$ cat src/rtl/pit_pkg.sv
package pit_pkg;
    localparam int BYTE_W = 8;
    localparam int NTMR   = 3;
    localparam int ADDR_W = 4;

    localparam int CB_OE      = 7;
    localparam int CB_IE      = 6;
    localparam int CB_NORLD   = 4;
    localparam int CB_M8      = 2;
    localparam int CB_INTCLK  = 1;
    localparam int CB_CHIPRST = 0;
    localparam int CB_SEL     = 0;

    typedef enum logic [0:0] {CNT_HOLD, CNT_RUN}   cnt_state_e;
    typedef enum logic [0:0] {CLR_IDLE, CLR_ARMED} clr_state_e;
endpackage

$ cat src/rtl/pit_counter.sv
module pit_counter
    import pit_pkg::*;
#(
    parameter int HALF_W = pit_pkg::BYTE_W,
    localparam int CW = 2 * HALF_W
) (
    input  logic          clk,
    input  logic          rst_n,
    input  logic          hold,
    input  logic          mode8,
    input  logic          tick,
    input  logic [CW-1:0] latch,
    input  logic          load,
    input  logic          sr_rd,
    input  logic          cnt_rd,
    input  logic          out_en,
    output logic [CW-1:0] count,
    output logic          flag,
    output logic          out_pin,
    output logic          expire
);
    cnt_state_e state_q, state_d;
    clr_state_e clr_q, clr_d;
    logic [CW-1:0] cnt_q, cnt_d;
    logic          exp_now;
    logic          flag_q, flag_d;
    logic          tgl_q;
    logic          exp_q;
    logic [HALF_W-1:0] lo_q, hi_q;

    assign lo_q = cnt_q[HALF_W-1:0];
    assign hi_q = cnt_q[CW-1:HALF_W];

    // state register
    always_ff @(posedge clk) begin
        if (!rst_n) begin
            state_q <= CNT_HOLD;
            clr_q   <= CLR_IDLE;
        end else begin
            state_q <= state_d;
            clr_q   <= clr_d;
        end
    end

    // next-state logic
    always_comb begin
        state_d = state_q;
        unique case (state_q)
            CNT_HOLD: if (!hold) state_d = CNT_RUN;
            CNT_RUN:  if (hold)  state_d = CNT_HOLD;
            default:  state_d = CNT_HOLD;
        endcase
        clr_d = clr_q;
        unique case (clr_q)
            CLR_IDLE:  if (sr_rd && flag_q) clr_d = CLR_ARMED;
            CLR_ARMED: if (cnt_rd)          clr_d = CLR_IDLE;
            default:   clr_d = CLR_IDLE;
        endcase
    end

    // counting datapath
    always_comb begin
        cnt_d   = cnt_q;
        exp_now = 1'b0;
        unique case (state_q)
            CNT_HOLD: cnt_d = latch;
            CNT_RUN: begin
                if (hold || load) begin
                    cnt_d = latch;
                end else if (tick) begin
                    if (!mode8) begin
                        if (cnt_q <= CW'(1)) begin
                            cnt_d   = latch;
                            exp_now = 1'b1;
                        end else begin
                            cnt_d = cnt_q - CW'(1);
                        end
                    end else begin
                        if (lo_q <= HALF_W'(1)) begin
                            cnt_d[HALF_W-1:0] = latch[HALF_W-1:0];
                            if (hi_q == '0) begin
                                cnt_d[CW-1:HALF_W] = latch[CW-1:HALF_W];
                                exp_now = 1'b1;
                            end else begin
                                cnt_d[CW-1:HALF_W] = hi_q - HALF_W'(1);
                            end
                        end else begin
                            cnt_d[HALF_W-1:0] = lo_q - HALF_W'(1);
                        end
                    end
                end
            end
            default: cnt_d = latch;
        endcase
        flag_d = flag_q;
        if (exp_now)
            flag_d = 1'b1;
        else if (clr_q == CLR_ARMED && cnt_rd)
            flag_d = 1'b0;
    end

    // output registers
    always_ff @(posedge clk) begin
        if (!rst_n) begin
            cnt_q  <= '1;
            flag_q <= 1'b0;
            tgl_q  <= 1'b0;
            exp_q  <= 1'b0;
        end else begin
            cnt_q  <= cnt_d;
            flag_q <= flag_d;
            tgl_q  <= tgl_q ^ exp_now;
            exp_q  <= exp_now;
        end
    end

    assign count   = cnt_q;
    assign flag    = flag_q;
    assign expire  = exp_q;
    assign out_pin = tgl_q & out_en;

    AST_HOLD_FREEZE: assert property (@(posedge clk) disable iff (!rst_n) hold |=> !expire);
    AST_FLAG_ON_EXPIRE: assert property (@(posedge clk) disable iff (!rst_n) expire |-> flag);
    AST_OUT_TOGGLES: assert property (@(posedge clk) disable iff (!rst_n) expire |-> (tgl_q != $past(tgl_q)));
    AST_LOAD_TAKES_LATCH: assert property (@(posedge clk) disable iff (!rst_n) load |=> (count == $past(latch)));
    AST_CLEAR_NEEDS_READ: assert property (@(posedge clk) disable iff (!rst_n) $fell(flag) |-> $past(cnt_rd));
endmodule

$ cat src/rtl/pit_regfile.sv
module pit_regfile
    import pit_pkg::*;
#(
    parameter int BW = pit_pkg::BYTE_W,
    parameter int NT = pit_pkg::NTMR,
    parameter int AW = pit_pkg::ADDR_W,
    localparam int CW = 2 * BW
) (
    input  logic                  clk,
    input  logic                  rst_n,
    input  logic                  bus_sel,
    input  logic                  bus_wr,
    input  logic [AW-1:0]         bus_addr,
    input  logic [BW-1:0]         bus_wdata,
    output logic [BW-1:0]         bus_rdata,
    input  logic [NT-1:0][CW-1:0] cnt_val,
    input  logic [NT-1:0]         flags,
    output logic [NT-1:0][BW-1:0] ctl,
    output logic [NT-1:0][CW-1:0] latch,
    output logic [NT-1:0]         load,
    output logic                  sr_rd,
    output logic [NT-1:0]         cnt_rd,
    output logic                  irq
);
    logic wr_en, rd_en, odd;
    logic is_ctl13, is_ctl2, is_cnt, is_msb, is_lsb;
    logic [NT-1:0] hit;
    logic [NT-1:0] ie_vec;
    logic [BW-1:0] wr_hold_q, rd_hold_q;
    logic [BW-1:0] status;
    logic          composite;

    assign wr_en    = bus_sel & bus_wr;
    assign rd_en    = bus_sel & ~bus_wr;
    assign odd      = bus_addr[0];
    assign is_ctl13 = odd && (bus_addr[AW-1:1] == '0);
    assign is_ctl2  = odd && (bus_addr[AW-1:1] == (AW-1)'(1));
    assign is_cnt   = odd && (bus_addr[AW-1:2] != '0);
    assign is_msb   = is_cnt && !bus_addr[1];
    assign is_lsb   = is_cnt && bus_addr[1];

    always_comb begin
        for (int t = 0; t < NT; t++) begin
            hit[t]    = is_cnt && (bus_addr[AW-1:2] == (AW-2)'(t + 1));
            ie_vec[t] = ctl[t][CB_IE];
            cnt_rd[t] = rd_en && hit[t];
        end
    end

    assign composite = |(flags & ie_vec);
    assign irq       = composite;
    assign sr_rd     = rd_en && is_ctl2;

    always_comb begin
        status          = '0;
        status[NT-1:0]  = flags;
        status[BW-1]    = composite;
    end

    always_comb begin
        bus_rdata = '0;
        if (is_ctl2) bus_rdata = status;
        for (int t = 0; t < NT; t++) begin
            if (hit[t] && is_msb) bus_rdata = cnt_val[t][CW-1:BW];
        end
        if (is_lsb) bus_rdata = rd_hold_q;
    end

    always_ff @(posedge clk) begin
        if (!rst_n) begin
            ctl                <= '0;
            ctl[0][CB_CHIPRST] <= 1'b1;
            latch              <= '1;
            load               <= '0;
            wr_hold_q          <= '0;
            rd_hold_q          <= '0;
        end else begin
            load <= '0;
            if (wr_en) begin
                if (is_ctl13) begin
                    if (ctl[1][CB_SEL]) ctl[0] <= bus_wdata;
                    else                ctl[NT-1] <= bus_wdata;
                end
                if (is_ctl2) ctl[1] <= bus_wdata;
                if (is_msb)  wr_hold_q <= bus_wdata;
                for (int t = 0; t < NT; t++) begin
                    if (is_lsb && hit[t]) begin
                        latch[t] <= {wr_hold_q, bus_wdata};
                        load[t]  <= !ctl[t][CB_NORLD];
                    end
                end
            end
            if (rd_en) begin
                for (int t = 0; t < NT; t++) begin
                    if (is_msb && hit[t]) rd_hold_q <= cnt_val[t][BW-1:0];
                end
            end
        end
    end

    AST_CTL_SELECT: assert property (@(posedge clk) disable iff (!rst_n) (wr_en && is_ctl13 && !ctl[1][CB_SEL]) |=> $stable(ctl[0]));
    AST_IRQ_NEEDS_FLAG: assert property (@(posedge clk) disable iff (!rst_n) irq |-> (flags != '0));
endmodule

$ cat src/rtl/tri_interval_timer.sv
module tri_interval_timer
    import pit_pkg::*;
#(
    parameter int BW = pit_pkg::BYTE_W,
    parameter int AW = pit_pkg::ADDR_W,
    localparam int NT = pit_pkg::NTMR,
    localparam int CW = 2 * BW
) (
    input  logic          clk,
    input  logic          rst_n,
    input  logic          bus_sel,
    input  logic          bus_wr,
    input  logic [AW-1:0] bus_addr,
    input  logic [BW-1:0] bus_wdata,
    output logic [BW-1:0] bus_rdata,
    input  logic          tick_int,
    input  logic          ext_tick1,
    input  logic          ext_tick3,
    output logic [NT-1:0] tmr_out,
    output logic          irq
);
    logic [NT-1:0][CW-1:0] cnt_val;
    logic [NT-1:0][BW-1:0] ctl;
    logic [NT-1:0][CW-1:0] latch;
    logic [NT-1:0]         load, cnt_rd, flags, expire, alt_src, tick_sel;
    logic                  sr_rd;
    logic                  chip_hold;

    assign chip_hold = ctl[0][CB_CHIPRST];

    pit_regfile #(.BW(BW), .NT(NT), .AW(AW)) u_regs (
        .clk       (clk),
        .rst_n     (rst_n),
        .bus_sel   (bus_sel),
        .bus_wr    (bus_wr),
        .bus_addr  (bus_addr),
        .bus_wdata (bus_wdata),
        .bus_rdata (bus_rdata),
        .cnt_val   (cnt_val),
        .flags     (flags),
        .ctl       (ctl),
        .latch     (latch),
        .load      (load),
        .sr_rd     (sr_rd),
        .cnt_rd    (cnt_rd),
        .irq       (irq)
    );

    for (genvar g = 0; g < NT; g++) begin : g_tmr
        if (g == 1) begin : g_cascade
            assign alt_src[g] = expire[NT-1];
        end else if (g == 0) begin : g_ext_first
            assign alt_src[g] = ext_tick1;
        end else begin : g_ext_last
            assign alt_src[g] = ext_tick3;
        end
        assign tick_sel[g] = ctl[g][CB_INTCLK] ? tick_int : alt_src[g];

        pit_counter #(.HALF_W(BW)) u_cnt (
            .clk     (clk),
            .rst_n   (rst_n),
            .hold    (chip_hold),
            .mode8   (ctl[g][CB_M8]),
            .tick    (tick_sel[g]),
            .latch   (latch[g]),
            .load    (load[g]),
            .sr_rd   (sr_rd),
            .cnt_rd  (cnt_rd[g]),
            .out_en  (ctl[g][CB_OE]),
            .count   (cnt_val[g]),
            .flag    (flags[g]),
            .out_pin (tmr_out[g]),
            .expire  (expire[g])
        );
    end
endmodule

$ cat config.mk
export PLATFORM = sky130hd
export DESIGN_NAME = tri_interval_timer
export DESIGN_NICKNAME = d
export VERILOG_FILES = /design/src/rtl/pit_pkg.sv /design/src/rtl/pit_counter.sv /design/src/rtl/pit_regfile.sv /design/src/rtl/tri_interval_timer.sv
export SDC_FILE = /design/constraint.sdc
export NUM_CORES = 1
export LEC_CHECK = 0
export ABC_AREA = 0
export ABC_CLOCK_PERIOD_IN_PS = 2100
export BUFFER_PORTS_ARGS = -buffer_cell sky130_fd_sc_hd__buf_2
export CORE_MARGIN = 2
export CORE_UTILIZATION = 35
export DETAILED_ROUTE_END_ITERATION = 16
export SYNTH_ARGS = -nofsm -noshare
export SYNTH_HDL_FRONTEND = slang
export SYNTH_SLANG_ARGS = --single-unit
$ cat constraint.sdc
create_clock -name clk -period 2.1 [get_ports clk]
set_input_delay 0 -clock clk [delete_from_list [all_inputs] [get_ports clk]]
set_output_delay 0 -clock clk [all_outputs]
set_load 0.1 [all_outputs]
# ---- Word-level counts from Yosys, hierarchy flattened
# Cells that the tools add are included.
dict set report classes {
  n_shift 0
  add_sub_neg 9
  n_lt_le_gt_ge 6
  eq_ne 10
  n_div 0
  multipliers 0
  bitwise_logic 15
  n_mux 72
  n_reduce_logical 55
}
# cell count
set op_table {}
lappend op_table {{2-to-1 mux 16 bit} 12}
lappend op_table {{2-to-1 mux 8 bit} 17}
lappend op_table {{one-hot mux 16 bit (2 select lines)} 3}
lappend op_table {{<= comparator 16 x 1 -> 1 bit (second input constant)} 3}
lappend op_table {{subtractor 16 x 1 -> 16 bit (second input constant)} 3}
lappend op_table {{subtractor 8 x 1 -> 8 bit (second input constant)} 6}
lappend op_table {{2-to-1 mux 1 bit} 37}
lappend op_table {{<= comparator 8 x 1 -> 1 bit (second input constant)} 3}
lappend op_table {{logical AND 1 bit} 24}
lappend op_table {{logical NOT 8 bit} 3}
lappend op_table {{AND reduction 2 bit} 9}
lappend op_table {{AND reduction 3 bit} 5}
lappend op_table {{inequality test 4 bit (second input constant)} 3}
lappend op_table {{inequality test 3 x 2 -> 1 bit (second input constant)} 3}
lappend op_table {{nonzero test 2 bit} 4}
lappend op_table {{NOT 1 bit} 6}
lappend op_table {{one-hot mux 1 bit (2 select lines)} 3}
lappend op_table {{bitwise AND 1 bit} 5}
lappend op_table {{equality test 2 bit (second input constant)} 2}
lappend op_table {{logical NOT 1 bit} 4}
lappend op_table {{bitwise AND 3 bit} 1}
lappend op_table {{equality test 3 x 1 -> 1 bit (second input constant)} 1}
lappend op_table {{logical NOT 3 bit} 1}
lappend op_table {{logical OR 1 bit} 3}
lappend op_table {{other kinds (4)} 6}
dict set report totals {
  ram_bits 0
  latchBits 0
  wordCells 195
  mem_bits_ro 0
  register_bits 150
  output_inout_bits 12
  mem_count 0
  inputBits 19
}

# ---- Longest topological paths before layout
# Gate-level depths: netlist of the first run.
dict set report depth {
  word_depth 8
  depth_mapped 11
  depth_no_buf 8
}

# ---- Cells and area by module
# From an unflattened synthesis of the first run, not the netlist that was laid out.
dict set report unflattened {
  cells_unflattened 1134
  area_unflattened_um2 8939.8
}
# mod instances area_per_inst_um2 seq_area_each_um2 cells_each
set by_module_without_submodules {}
lappend by_module_without_submodules {pit_counter 3 1656.6 420.4 220}
lappend by_module_without_submodules {pit_regfile 1 3932.5 1821.7 471}
lappend by_module_without_submodules {tri_interval_timer 1 37.5 0.0 3}

# ---- Worst setup path after synthesis of the first run
# Ideal clock, no wire load.
dict set report synth_timing {
  kind {register to output}
  start {reg g_tmr[0].u_cnt.flag_q}
  end {out bus_rdata[7]}
  path_buffers 0
  arrival_ns 2.833
  slack_ns -0.733
  path_stages_with_launch 5
  required_time_ns 2.100
  path_cell_list {dfxtp_1 -> a22oi_1 -> nand2_1 -> a22oi_1 -> a31oi_1}
}
dict set report synth_between {
  elab_chain_cells 7
}
# element line
set synth_rtl {}
lappend synth_rtl {{start: declaration} pit_counter.sv:26} ;# logic flag_q, flag_d;
lappend synth_rtl {{start signal: assignment} pit_counter.sv:111} ;# flag_q <= flag_d;
lappend synth_rtl {{bitwise AND 3 bit} pit_regfile.sv:50} ;# assign composite = |(flags & ie_vec);
lappend synth_rtl {{OR reduction 3 bit} pit_regfile.sv:50}
lappend synth_rtl {{net irq} tri_interval_timer.sv:20} ;# output logic irq
lappend synth_rtl {{2-to-1 mux 8 bit} pit_regfile.sv:62} ;# if (is_ctl2) bus_rdata = status;
lappend synth_rtl {{2-to-1 mux 8 bit (3 in a row)} pit_regfile.sv:64} ;# if (hit[t] && is_msb) bus_rdata = cnt_val[t][CW-1:BW];
lappend synth_rtl {{2-to-1 mux 8 bit} pit_regfile.sv:66} ;# if (is_lsb) bus_rdata = rd_hold_q;
lappend synth_rtl {{end: declaration} tri_interval_timer.sv:15} ;# output logic [BW-1:0] bus_rdata,
# The timed path passes the listed nets, and every way through them passes these cells.

# ---- Worst setup path in the final report of the first run
dict set report layout_timing {
  start {reg g_tmr[2].u_cnt.cnt_q[7]}
  end {reg g_tmr[2].u_cnt.cnt_q[5]}
}
dict set report layout_between {
  elab_chain_cells 6
  elab_cells_between_ends 8
  cone_classes {order compare: 2; mux: 6}
}
# element line
set layout_rtl {}
lappend layout_rtl {{start: declaration} pit_counter.sv:24} ;# logic [CW-1:0] cnt_q, cnt_d;
lappend layout_rtl {{start signal: assignment} pit_counter.sv:110} ;# cnt_q <= cnt_d;
lappend layout_rtl {{<= comparator 16 x 1 -> 1 bit / <= comparator 8 x 1 -> 1 bit (equally long branches)} {pit_counter.sv:72, pit_counter.sv:79}}
lappend layout_rtl {{2-to-1 mux 16 bit / 2-to-1 mux 8 bit (equally long branches)} {pit_counter.sv:72, pit_counter.sv:79}}
lappend layout_rtl {{2-to-1 mux 16 bit (*)} pit_counter.sv:71} ;# if (!mode8) begin
lappend layout_rtl {{2-to-1 mux 16 bit (*)} pit_counter.sv:70} ;# end else if (tick) begin
lappend layout_rtl {{2-to-1 mux 16 bit (*)} pit_counter.sv:68} ;# if (hold || load) begin
lappend layout_rtl {{one-hot mux 16 bit (2 select lines) (*)} pit_counter.sv:65} ;# unique case (state_q)
# Every way passes the cells marked *; elsewhere a longest branch is shown, timed or not. The select of a mux whose other input is x is not followed.
# A chain may end at the register's enable or synchronous reset.

==> flow_metrics.tcl, run 1 <==
set metrics [dict create \
    status "finished, final reports clean" \
    grt_overflow 0 \
    gp_congestion 0.9141 \
    fmax_ghz 0.4924 \
    synth_flop_cell "dfxtp_1" \
    totalWireLength_mm 27.07 \
    crit_buf_inv 1 \
    root_buffer "clkbuf_16" \
    die_w_um 155.0 \
    finalSetupViolCount 0 \
    clkPwrFrac_pct 48.9 \
    antenna_found_initial 1 \
    drive_gt1_share_pct 19.33 \
    swShare_pct 23.59 \
    p_per_area_nw_per_um2 630.8 \
    async_reset_ff_share_pct 0 \
    drt_iter0_drc 671 \
    initial_utilization_pct 35.47 \
    area_growth_pct 24.70 \
    worstMarginPinSlew_ns 0.6859 \
    drc 0 \
    slew_viol_final 0 \
    postRouteAntennaNets 0 \
    seqPwrFrac_pct 43.8 \
    syn_nets 1077 \
    cts.sinks 143 \
    cpPeakStageDelay_ns 0.44 \
    synth_top_area_share_pct 35.86 \
    routed_via_density 5.704 \
    crit_fanout 8 \
    ys_types 73 \
    dr_total_vias 8243 \
    clk_latency_ns 0.42 \
    yosysWarnings 0 \
    p_leak_nw 3.921 \
    worst_setup_path_end_kind "flop" \
    cap_viol_max_count 0 \
    slew_headroom_pct 54.27 \
    grt_pass1_vias 7609 \
    final_area_um2 9955 \
    yosys_register_bits 143 \
    crit_required_ns 2.40 \
    ir_worst_vdd_mv 0.5430 \
    track_usage_pct 22.42 \
    critical_path.top_delay_family "simple AND/OR/NAND/NOR gates" \
    synth_area_um2 7983 \
    rows 55 \
    clkTransAtPathRegs_ns 0.06 \
    core_area_um2 22500 \
    detailed_place_hpwl_mm 19.62 \
    htreeDepth 4 \
    rrSetupSlack_ns 0.07 \
    period_minus_slack_ns 2.031 \
    portBuffers 30 \
    critPathLaunchType "flop" \
    crit_slowest_cell "nor4_4" \
    p_switching_w 0.001481 \
    ios 31 \
    cts.path.max_buffers 2 \
    fillers 2219 \
    crit_chain "nor4_4 > nand3_4 > o21ai_1 > buf_4 > mux2_2 > o22ai_1 > nand2_1" \
    netlist_top_cells_count "nand2_1, dfxtp_1, nor2_1, nand3_1, o21ai_0" \
    placed_area_um2 9150 \
    synth-edff-count 0 \
    hold_class "input port to flop" \
    yosysSeqAreaShare_pct 35.86 \
    die_area_um2 24030 \
    p_comb_share_pct 7.3 \
    drtPass1Iterations 5 \
    num-nets-final 1175 \
    grt_pass1_wl_mm 41.91 \
    placedCellCount 1399 \
    layout_setup_ws_ns 0.06930 \
    wl_per_cell_um 18.73 \
    numCtsBuffers 17 \
    fin_cells 1445 \
    netlist_instances 1049 \
    path_class "flop to flop" \
    fin_crit_sh_pct 96.70 \
    holdWs_ns 0.01811 \
    die_h_um 155.0 \
    syn_area_per_cell_um2 7.610 \
    yosysMostFrequentCell "nand2_1" \
    synth_area_leader_cell "dfxtp_1" \
    critPathArrivalTime_ns 2.33 \
    setup_tns_ns 0 \
    cts_tree "done" \
    synth_top_cells_by_area "dfxtp_1, nand2_1, nor2_1" \
    hold_viol_final 0 \
    p_int_w 0.004798 \
    finClkSkew_ns 0.007101 \
    grt_max_degree 86 \
    pre_cts_slack_ns 0.01996 \
]
## registers in the layout, indices dropped and copies added (netlist names)
name	flops
u_regs.rd_hold_q	8
u_regs.latch	48
u_regs.wr_hold_q	8
g_tmr.u_cnt.tgl_q	3
g_tmr.u_cnt.clr_q	3
u_regs.load	3
g_tmr.u_cnt.state_q	1
g_tmr.u_cnt.count	48
g_tmr.u_cnt.flag	3
g_tmr.u_cnt.expire	1
u_regs.ctl	17
## worst min-delay path, stage by stage
cell and delay [ns]:
buf_2 0.12, buf_12 0.19, nand2_1 0.09
## logic make-up after synthesis
kind of cell,synth area share (%)
simple gates,29.40
compound gates,20.88
flops,35.86
buf+inv,4.702
mux,5.658
xor+xnor,2.085
fa+ha+maj,1.411
## power groups by stage
stage                     combinational, W  clock, W  sequential (W)
after floorplan                   0.000253         0         0.00280
after detailed placement          0.000440         0         0.00281
final                             0.000458   0.00307         0.00275
after global placement            0.000440         0         0.00281
after global routing              0.000477   0.00324         0.00275
after CTS                         0.000453   0.00311         0.00275
## cell type report
type                       instances  area (um^2)  share of cell area (%)
timing repair buffer             144         1159                   11.64
clock inverter                     6        107.6                   1.081
tap                              285        356.6                   3.582
multi-input combinational        819         4905                   49.27
clock buffer                      25        475.5                   4.776
inverter                          22        85.08                  0.8547
sequential                       143         2864                   28.77
antenna                            1        2.502                 0.02514
## final timing paths
path,depth (start not counted),end,start
setup / recovery,7,g_tmr[2].u_cnt.count[5],g_tmr[2].u_cnt.count[7]
hold / removal,3,g_tmr[1].u_cnt.count[4],rst_n
setup reg to reg,7,g_tmr[2].u_cnt.count[5],g_tmr[2].u_cnt.count[7]
hold reg to reg,1,u_regs.load[0],u_regs.ctl[4]
## placed cells by master, fill, tap and decap left out, drive strengths merged, types with 13 or more instances in the layout
| master | n |
|---|---|
| a31oi | 15 |
| mux2i | 32 |
| nor3 | 36 |
| a21oi | 60 |
| o21a | 14 |
| clkbuf | 25 |
| o211ai | 20 |
| nor2 | 119 |
| dfxtp | 143 |
| nand2 | 181 |
| nor4 | 14 |
| inv | 22 |
| o21ai | 64 |
| buf | 136 |
| a22oi | 13 |
| nand3 | 77 |
## timing repair
| item | in CTS | in global routing |
|---|---|---|
| setup endpoints to repair | 0 | 27 |
| setup buffers | 0 | 5 |
| resized for setup | 0 | 20 |
| hold buffers | 8 | 0 |
| endpoints found under the hold margin | 26 | 0 |
## metal layers
layer | up-vias | GRT usage (%) | wire, um
li1 | 3970 | - | -
met1 | 3928 | 31.02 | 12460
met2 | 289 | 34.52 | 12180
met3 | 56 | 3.621 | 1410
met4 | 0 | 9.832 | 1013
met5 | - | 0 | 0
## through the flow
| stage | power [W] | util (%) |
|---|---|---|
| 2_1_floorplan | 0.003053 | - |
| 3_3_place_gp | 0.003249 | 40.66 |
| 3_5_place_dp | 0.003249 | 40.66 |
| 4_1_cts | 0.006316 | 43.61 |
| 5_1_grt | 0.006465 | 44.24 |
| 6_report | 0.006279 | 44.24 |
(Power assumes the default switching activity.)
==> run 2: changes to the inputs <==
--- a/config.mk
+++ b/config.mk
@@ -6,7 +6,7 @@
 export NUM_CORES = 1
 export LEC_CHECK = 0
 export ABC_AREA = 0
-export ABC_CLOCK_PERIOD_IN_PS = 2100
+export ABC_CLOCK_PERIOD_IN_PS = 2500
 export BUFFER_PORTS_ARGS = -buffer_cell sky130_fd_sc_hd__buf_2
 export CORE_MARGIN = 2
 export CORE_UTILIZATION = 35
==> constraint.sdc (replaced) <==
create_clock -name clk -period 2.5 [get_ports clk]
set_input_delay 0 -clock clk [delete_from_list [all_inputs] [get_ports clk]]
set_output_delay 0 -clock clk [all_outputs]
set_load 0.1 [all_outputs]
==> flow_metrics.tcl, run 2 (synthesis results as in run 1) <==
set metrics [dict create \
    status "finished, final reports clean" \
    dr_total_vias 8017 \
    routed.top_layer "met4" \
    final_common_cell "nand2_1" \
    portBuffers 30 \
    rows 55 \
    met2WireLength_mm 11.49 \
    p_int_w 0.004171 \
    crit_fanout 8 \
    swShare_pct 23.42 \
    postRouteAntennaNets 0 \
    cts.path.max_buffers 2 \
    seqPwrFrac_pct 42.4 \
    die_area_um2 24030 \
    fin_cells 1385 \
    detailed_place_hpwl_mm 18.95 \
    crit_required_ns 2.79 \
    gp_congestion 0.9215 \
    layout_common_cells "nand2_1, dfxtp_1, nor2_1" \
    clkPwrFrac_pct 51.0 \
    numCtsBuffers 17 \
    placedCellCount 1343 \
    num-nets-final 1115 \
    finClkSkew_ns 0.007382 \
    ios 31 \
    ir_worst_vdd_mv 0.4103 \
    multi_input_area_um2 4763 \
    rsz0062_at_grt "true" \
    layout.area.seq_um2 2863 \
    wl_per_cell_um 18.89 \
    path_class "flop to flop" \
    cts.sinks 143 \
    worstMarginPinSlew_ns 0.8913 \
    initial_utilization_pct 35.47 \
    antenna_found_initial 0 \
    hold_viol_final 0 \
    antenna_cells 0 \
    fillers 2262 \
    clk_latency_ns 0.43 \
    finalSetupViolCount 0 \
    critPathLaunchType "flop" \
    core_area_um2 22500 \
    cts_tree "done" \
    worst_setup_path_end_kind "flop" \
    grt_overflow 0 \
    totalWireLength_mm 26.17 \
    fmax_ghz 0.4323 \
    routed_via_density 5.788 \
    critPathArrivalTime_ns 2.60 \
    drt_iter0_drc 813 \
    p_switching_w 0.001275 \
    hold_class "input port to flop" \
    drc 0 \
    grt_pass1_wl_mm 41.63 \
    die_w_um 155.0 \
    htreeDepth 4 \
    slew_headroom_pct 40.25 \
    drive_gt1_share_pct 13.18 \
    area_growth_pct 17.37 \
    track_usage_pct 22.14 \
    drtPass1Iterations 6 \
    grt_pass1_vias 7446 \
    grt_max_degree 44 \
    p_per_area_nw_per_um2 581.3 \
    slew_viol_final 0 \
    fin_crit_sh_pct 92.53 \
    period_minus_slack_ns 2.313 \
    p_comb_share_pct 6.5 \
    clkTransAtPathRegs_ns 0.06 \
    cap_viol_max_count 0 \
    root_buffer "clkbuf_16" \
    die_h_um 155.0 \
    final_area_um2 9369 \
    wl_met3_mm 2.032 \
    p_leak_nw 3.663 \
    wirelength_met1_mm 11.93 \
    placed_area_um2 8613 \
]
[run 2: cell count changes in the layout (fill, tap and decap cells not counted), moves of 4 or more]
cell      change
buf_4        -61
buf_12        -4
buf_2         +4
clkbuf_1      -4
nor2_1        +4
[run 2: layer usage]
layer  up-vias  global-route usage [%]
li1       3844                       -
met1      3830                   30.99
met2       310                   33.29
met3        33                   5.292
met4         0                   7.716
met5         -                  0.2070
[run 2: critical path, cell delays in order, from the launching register on]
cell and delay [ns]:
dfxtp_1 0.35, inv_1 0.10, ha_2 0.25, nor4b_4 0.35
nand2_1 0.26, o211ai_1 0.43, o32ai_1 0.13, a211oi_1 0.21
o21ai_0 0.09
[run 2: final timing paths]
kind	from	endpoint	slack [ns]	cells after the start
worst min-delay path	ext_tick1	g_tmr[0].u_cnt.count[7]	0.1	4
worst max-delay path	g_tmr[2].u_cnt.count[9]	g_tmr[2].u_cnt.count[11]	0.19	8
worst max register to register	g_tmr[2].u_cnt.count[9]	g_tmr[2].u_cnt.count[11]	0.19	8
worst min register to register	u_regs.ctl[4]	u_regs.load[0]	0.44	1
[run 2: layout make-up]
type	count	share of cell area, %
Clock buffer	23	5.208
Tap cell	285	3.806
Clock inverter	9	1.656
Inverter	22	0.8814
Sequential cell	143	30.56
Timing Repair Buffer	85	7.051
Multi-Input combinational cell	818	50.84
[run 2: power groups by stage]
| stage | registers (W) | logic (W) | clock network [W] |
|---|---|---|---|
| floorplan | 0.00235 | 0.000208 | 0 |
| global placement | 0.00236 | 0.000339 | 0 |
| detailed placement | 0.00236 | 0.000338 | 0 |
| CTS | 0.00231 | 0.000349 | 0.00282 |
| global route | 0.00231 | 0.000373 | 0.00293 |
| finish | 0.00231 | 0.000354 | 0.00278 |
[run 2: timing repair]
action | 4_1_cts | 5_1_grt
endpoints found under the hold margin | 39 | 0
gates resized for setup | 0 | 3
hold buffers | 10 | 0
setup buffers | 0 | 0
endpoints found under the setup margin | 0 | 8
[run 2: per-stage QoR]
| step | power (W) | utilization, % | hold slack [ns] | TNS (ns) | setup slack, ns |
|---|---|---|---|---|---|
| 6_report | 0.005447 | 41.63 | 0.09569 | 0 | 0.1868 |
| 3_3_place_gp | 0.002700 | 38.28 | 0.2728 | 0 | 0.2501 |
| 2_1_floorplan | 0.002560 | - | 0.1240 | 0 | 0.06188 |
| 5_1_grt | 0.005615 | 41.63 | 0.1311 | -0.01248 | -0.01248 |
| 4_1_cts | 0.005484 | 41.58 | 0.08391 | 0 | 0.1693 |
| 3_5_place_dp | 0.002700 | 38.28 | 0.2764 | 0 | 0.2066 |
